<file path="config.mk">
export PLATFORM = sky130hd
export DESIGN_NAME = irq_bank
export DESIGN_NICKNAME = d
export VERILOG_FILES = /design/src/rtl/irq_bank_pkg.sv /design/src/rtl/irq_addr_dec.sv /design/src/rtl/irq_pend_reg.sv /design/src/rtl/irq_msb_find.sv /design/src/rtl/irq_bank.sv
export SDC_FILE = /design/constraint.sdc
export NUM_CORES = 1
export LEC_CHECK = 0
export BUFFER_PORTS_ARGS = -buffer_cell sky130_fd_sc_hd__clkbuf_2
export CAP_MARGIN = 20
export CORE_MARGIN = 1
export CORE_UTILIZATION = 38
export DETAILED_ROUTE_END_ITERATION = 8
export GPL_TIMING_DRIVEN = 0
export PLACE_DENSITY = 0.62
export SETUP_SLACK_MARGIN = 0.1
export SYNTH_ARGS = -nofsm -noshare
export SYNTH_HDL_FRONTEND = slang
export SYNTH_HIERARCHICAL = 1
export SYNTH_SLANG_ARGS = --single-unit
</file>
<file path="constraint.sdc">
create_clock -name clk -period 2.6 [get_ports clk]
set_input_delay 0.26 -clock clk [delete_from_list [all_inputs] [get_ports clk]]
set_output_delay 0.26 -clock clk [all_outputs]
set_load 0.005 [all_outputs]
</file>
<file path="src/rtl/irq_bank_pkg.sv">
package irq_bank_pkg;
  // byte offsets of the registers inside one bank
  localparam int OFS_PEND = 'h00;
  localparam int OFS_ENA  = 'h08;
  localparam int OFS_OUT  = 'h10;
  localparam int OFS_RAW  = 'h18;
  localparam int OFS_MASK = 'h20;
  localparam int BANK_STRIDE = 'h28;

  typedef enum logic [2:0] {
    SEL_NONE,
    SEL_PEND,
    SEL_ENA,
    SEL_OUT,
    SEL_RAW,
    SEL_MASK
  } reg_sel_e;
endpackage

</file>
<file path="src/rtl/irq_addr_dec.sv">
module irq_addr_dec
  import irq_bank_pkg::*;
#(
  parameter int ADDR_W = 6
) (
  input  logic [ADDR_W-1:0] addr,
  output reg_sel_e          sel
);
  always_comb begin
    if (addr == ADDR_W'(OFS_PEND))      sel = SEL_PEND;
    else if (addr == ADDR_W'(OFS_ENA))  sel = SEL_ENA;
    else if (addr == ADDR_W'(OFS_OUT))  sel = SEL_OUT;
    else if (addr == ADDR_W'(OFS_RAW))  sel = SEL_RAW;
    else if (addr == ADDR_W'(OFS_MASK)) sel = SEL_MASK;
    else                                sel = SEL_NONE;
  end
endmodule

</file>
<file path="src/rtl/irq_pend_reg.sv">
module irq_pend_reg #(
  parameter int N_LINES = 32
) (
  input  logic               clk,
  input  logic               rst,
  input  logic [N_LINES-1:0] irq_in,
  input  logic               wr_pend,
  input  logic               wr_ena,
  input  logic               wr_mask,
  input  logic [N_LINES-1:0] wr_data,
  output logic [N_LINES-1:0] pend_q,
  output logic [N_LINES-1:0] ena_q
);
  logic [N_LINES-1:0] clr_vec;
  logic [N_LINES-1:0] keep_vec;

  assign clr_vec  = wr_pend ? wr_data : '0;
  assign keep_vec = pend_q & ~clr_vec;

  // a set from the line wins over a clear in the same cycle
  always_ff @(posedge clk) begin
    if (rst) pend_q <= '0;
    else     pend_q <= keep_vec | irq_in;
  end

  always_ff @(posedge clk) begin
    if (rst)          ena_q <= '0;
    else if (wr_ena)  ena_q <= wr_data;
    else if (wr_mask) ena_q <= ena_q & ~wr_data;
  end

  AST_RESET_CLEAR: assert property (@(posedge clk)
    $past(rst) |-> (pend_q == '0 && ena_q == '0));

  AST_LINE_SETS: assert property (@(posedge clk) disable iff (rst)
    1'b1 |=> ((pend_q & $past(irq_in)) == $past(irq_in)));

  AST_UNCLEARED_KEPT: assert property (@(posedge clk) disable iff (rst)
    1'b1 |=> ((pend_q & $past(keep_vec)) == $past(keep_vec)));

  AST_MASK_ONLY_CLEARS: assert property (@(posedge clk) disable iff (rst)
    (wr_mask && !wr_ena) |=> ((ena_q & ~$past(ena_q)) == '0));
endmodule

</file>
<file path="src/rtl/irq_msb_find.sv">
module irq_msb_find #(
  parameter int N_LINES = 32,
  localparam int IDX_W = $clog2(N_LINES)
) (
  input  logic               clk,
  input  logic               rst,
  input  logic [N_LINES-1:0] vec,
  output logic [IDX_W-1:0]   idx_q,
  output logic               valid_q
);
  logic [IDX_W-1:0] idx_c;

  // ascending scan: the last set bit found is the most significant
  always_comb begin
    idx_c = '0;
    for (int i = 0; i < N_LINES; i++) begin
      if (vec[i]) idx_c = IDX_W'(i);
    end
  end

  always_ff @(posedge clk) begin
    if (rst) begin
      idx_q   <= '0;
      valid_q <= 1'b0;
    end else begin
      idx_q   <= idx_c;
      valid_q <= |vec;
    end
  end
endmodule

</file>
<file path="src/rtl/irq_bank.sv">
module irq_bank
  import irq_bank_pkg::*;
#(
  parameter int N_LINES = 32,
  parameter int ADDR_W  = 6,
  localparam int IDX_W  = $clog2(N_LINES)
) (
  input  logic               clk,
  input  logic               rst,
  input  logic [N_LINES-1:0] irq_in,
  input  logic               wr_en,
  input  logic               rd_en,
  input  logic [ADDR_W-1:0]  addr,
  input  logic [N_LINES-1:0] wr_data,
  output logic [N_LINES-1:0] rd_data,
  output logic [N_LINES-1:0] out_status,
  output logic               cpu_req,
  output logic [IDX_W-1:0]   top_idx,
  output logic               top_valid
);
  reg_sel_e           sel;
  logic [N_LINES-1:0] pend_q;
  logic [N_LINES-1:0] ena_q;
  logic [N_LINES-1:0] rd_mux;

  irq_addr_dec #(.ADDR_W(ADDR_W)) u_dec (
    .addr (addr),
    .sel  (sel)
  );

  irq_pend_reg #(.N_LINES(N_LINES)) u_pend (
    .clk     (clk),
    .rst     (rst),
    .irq_in  (irq_in),
    .wr_pend (wr_en && sel == SEL_PEND),
    .wr_ena  (wr_en && sel == SEL_ENA),
    .wr_mask (wr_en && sel == SEL_MASK),
    .wr_data (wr_data),
    .pend_q  (pend_q),
    .ena_q   (ena_q)
  );

  assign out_status = pend_q & ena_q;

  irq_msb_find #(.N_LINES(N_LINES)) u_msb (
    .clk     (clk),
    .rst     (rst),
    .vec     (out_status),
    .idx_q   (top_idx),
    .valid_q (top_valid)
  );

  always_ff @(posedge clk) begin
    if (rst) cpu_req <= 1'b0;
    else     cpu_req <= |out_status;
  end

  always_comb begin
    case (sel)
      SEL_PEND: rd_mux = pend_q;
      SEL_ENA:  rd_mux = ena_q;
      SEL_OUT:  rd_mux = out_status;
      SEL_RAW:  rd_mux = irq_in;
      SEL_MASK: rd_mux = ~ena_q;
      default:  rd_mux = '0;
    endcase
  end

  always_ff @(posedge clk) begin
    if (rst)        rd_data <= '0;
    else if (rd_en) rd_data <= rd_mux;
  end

  AST_IDX_IS_TOP: assert property (@(posedge clk) disable iff (rst)
    top_valid |-> (($past(out_status) >> top_idx) == N_LINES'(1)));

  AST_REQ_MATCHES_VALID: assert property (@(posedge clk) disable iff (rst)
    cpu_req == top_valid);

  AST_ZERO_NO_REQ: assert property (@(posedge clk) disable iff (rst)
    ($past(out_status) == '0) |-> (!cpu_req && !top_valid));

  AST_OUT_NEEDS_ENABLE: assert property (@(posedge clk) disable iff (rst)
    (out_status & ~ena_q) == '0);
endmodule

</file>
==> flow_metrics.py <==
metrics = {
    "run_status": {
        "status": "finished, final reports clean",
    },
    "clock_tree": {
        "clock_latency_ps": 360,
        "cts_buffers": 9,
        "cts_tree": "yes",
        "ctsResizeCount": 0,
        "cts_num_sinks": 103,
        "path_clk_slew_ps": 70,
        "clock_path_buffers": 2,
        "htreeDepth": 3,
        "holdBufCountCts": 0,
        "postCtsSetupBuffers": 0,
        "cts-root-buf": "clkbuf_16",
    },
    "timing": {
        "fin_skew_ps": 6.95,
        "slew_viol_final": 0,
        "setup_viol": 0,
        "tightest_slew_ps": 713,
        "period_needed_ps": 2300,
        "rsz0062_at_grt": "no",
        "max_clock_freq_mhz": 435,
        "period_share_pct": 88.5,
        "finalHoldViolations": 0,
        "relSlewSlack_pct": 52.5,
    },
    "place": {
        "dp_cells": 1060,
        "io_buffers": 144,
        "gp_congestion": 0.850,
        "dp_hpwl_mm": 14.7,
    },
    "layout": {
        "fin_nets": 956,
        "drive_above_1_share_pct": 26.6,
        "layout_commonest_cell": "clkbuf_2",
        "instances_no_fill": 1075,
        "final_cell_mix": "clkbuf_2 (146), dfxtp_1 (103), nand2_1 (99), a21oi_1 (72), nor2_1 (46)",
        "final_util_pct": 47.6,
        "area_delta_synth_final_pct": 21.7,
        "diodes": 0,
    },
    "logic_synthesis": {
        "ys_seq_elements": 103,
        "syn-cell-area_um2": 5940,
        "syn_inst": 727,
        "syn_avg_cell_area_um2": 8.17,
        "synth_edf_count": 0,
        "yosys.area.top_type": "dfxtp_1",
        "synth_ff_type": "dfxtp_1",
        "ys_types": 52,
        "synthTopCellsByArea": "dfxtp_1 (35%), nand2_1 (6.3%), a21oi_1 (6.1%), mux2_2 (6.1%), o31a_1 (4.9%)",
        "ys_seq_area_share_pct": 34.7,
        "yosysWarningCount": 6,
        "yosys.area.top_type_share_pct": 34.7,
        "ys_async_sr_fraction_pct": 0,
        "synth.net_count": 801,
    },
    "setup_path": {
        "r2r_cells": 6,
        "crit_path_end_kind": "register",
        "cp-endpoint": "u_pend/ena_q[23]",
        "required_ps": 2880,
        "slowest_stage": "nor3_2",
        "critPathKind": "in2reg",
        "start_kind": "primary input",
        "cpMostUsedCell": "buf_6",
        "crit_cells": 10,
        "path_cells": "clkbuf_2 > or3_4 > nor3_2 > nand2b_4 > buf_6 > nor3b_1 > buf_6 > buf_2 > nand2_1 > a21oi_1",
        "crit_start": "addr[1]",
        "r2r_slack_ps": 670,
        "slowest_delay_ps": 490,
        "r2r_end": "u_msb/idx_q[0]",
        "worstReg2RegStart": "u_pend/pend_q[16]",
        "cp.arrival_ps": 2580,
        "worst-path-buf-inv": 4,
        "cp_max_fo": 10,
        "critical-path-top-delay-family": "simple AND/OR/NAND/NOR gates",
    },
    "drt": {
        "drtPass1Iterations": 6,
        "drc": 0,
        "drt_wl_total_mm": 20.6,
        "drt.antenna.violating_nets": 0,
        "viasPerCell": 5.75,
        "wl_per_cell_um": 19.2,
        "drtIter0Drc": 495,
        "vias": 6185,
    },
    "die": {
        "die-area_um2": 16100,
        "top_level_ports": 145,
        "die_y_um": 127,
        "start_util_pct": 39.1,
        "rows": 45,
        "coreArea_um2": 15200,
        "die_w_um": 127,
    },
    "global_routing": {
        "grt_pass1_vias": 5629,
        "grt_max_degree": 20,
        "antenna_found_initial": 0,
        "grt_pass1_wl_mm": 31.2,
        "grt_remaining_overflow": 0,
        "grt_usage_pct": 25.4,
    },
    "worst_hold_path": {
        "hold_path.class": "in2reg",
    },
    "power_and_ir_drop": {
        "power_density_nw_per_um2": 480,
        "leakagePower_nw": 2.65,
        "total_power_w": 0.00347,
        "vdd_drop_max_v": 0.000330,
    },
    "run": {
        "cap_violations": 0,
    },
}
-- per-layer routing --
| layer | GRT usage, % | routed length, um | part of all wire, % |
|---|---|---|---|
| met1 | 35.1 | 9400 | 46 |
| met2 | 39.1 | 9010 | 44 |
| met3 | 5.74 | 1770 | 8.6 |
| met4 | 8.40 | 467 | 2.3 |
| met5 | 0 | 0 | 0 |
-- report_power, final --
group | leakage (nW) | switching [W] | internal [W] | total [W]
registers | 0.841 | 0.0000381 | 0.00162 | 0.00166
logic | 1.65 | 0.000189 | 0.000138 | 0.000326
clock network | 0.165 | 0.000609 | 0.000877 | 0.00149
total | 2.65 | 0.000836 | 0.00264 | 0.00347
-- through the flow --
stage	setup WS [ps]	hold WS [ps]	instance area (um^2)	TNS, ps
after floorplan	116	329	5940	0
after global placement	-1020	482	6900	-39680
after detailed placement	-400	485	6900	-17210
after CTS	211	120	7230	0
after global routing	121	134	7230	0
final	300	132	7230	0
-- worst register-to-register path, stage by stage (launching register included) --
cell       delay (ps)
dfxtp_1           370
and2_1            330
inv_1              70
a21oi_1           120
o21ai_0            90
a2111oi_0         620
a221oi_1          190
-- cell usage after synthesis (17+ instances only) --
cell / number
inv_1: 39
a21boi_0: 32
a221oi_1: 32
dfxtp_1: 103
nor2_1: 46
o31a_1: 33
a21oi_1: 72
nand3b_1: 33
mux2_2: 32
nand2_1: 99
nand2b_1: 32
a32oi_1: 32
clkbuf_1: 25
buf_2: 17
and2_1: 31
-- layout make-up --
class                           count  area (um^2)
Clock inverter                      2         35.0
Inverter                           39          146
Buffer                             54          285
Tap cell                          188          235
Sequential cell                   103         2060
Multi-Input combinational cell    530         3450
Fill cell                        1551         7970
Timing Repair Buffer              145          726
Clock buffer                       14          294
-- registers in the layout (all words and copies together) (netlist names) --
register and cells:
u_msb/valid_q 1, rd_data 32, cpu_req 1, u_pend/pend_q 32
u_msb/idx_q 5, u_pend/ena_q 32
-- how the worst min path moves through the flow --
stage | startpoint | endpoint | slack (ps) | cells after the start
4_1_cts | irq_in[22] | u_pend/pend_q[22] | 120 | 3
3_5_place_dp | u_pend/ena_q[24] | u_pend/ena_q[24] | 480 | 2
6_report | irq_in[15] | u_pend/pend_q[15] | 130 | 3
2_1_floorplan | rst | u_msb/idx_q[2] | 330 | 1
3_3_place_gp | u_pend/ena_q[2] | u_pend/ena_q[2] | 480 | 2
5_1_grt | irq_in[30] | u_pend/pend_q[30] | 130 | 3
-- logic make-up (layout without fill, tap and decap cells) --
group                  after synthesis  in the layout  synth area share (%)
AND/OR/NAND/NOR                    277            277                  24.6
AO/OA/AOI/OAI                      220            220                  27.2
flip-flops                         103            103                  34.7
buffers and inverters               94            254                  7.27
multiplexers                        32             32                  6.07
XOR/XNOR                             1              1                 0.147
(Power assumes the default switching activity.)
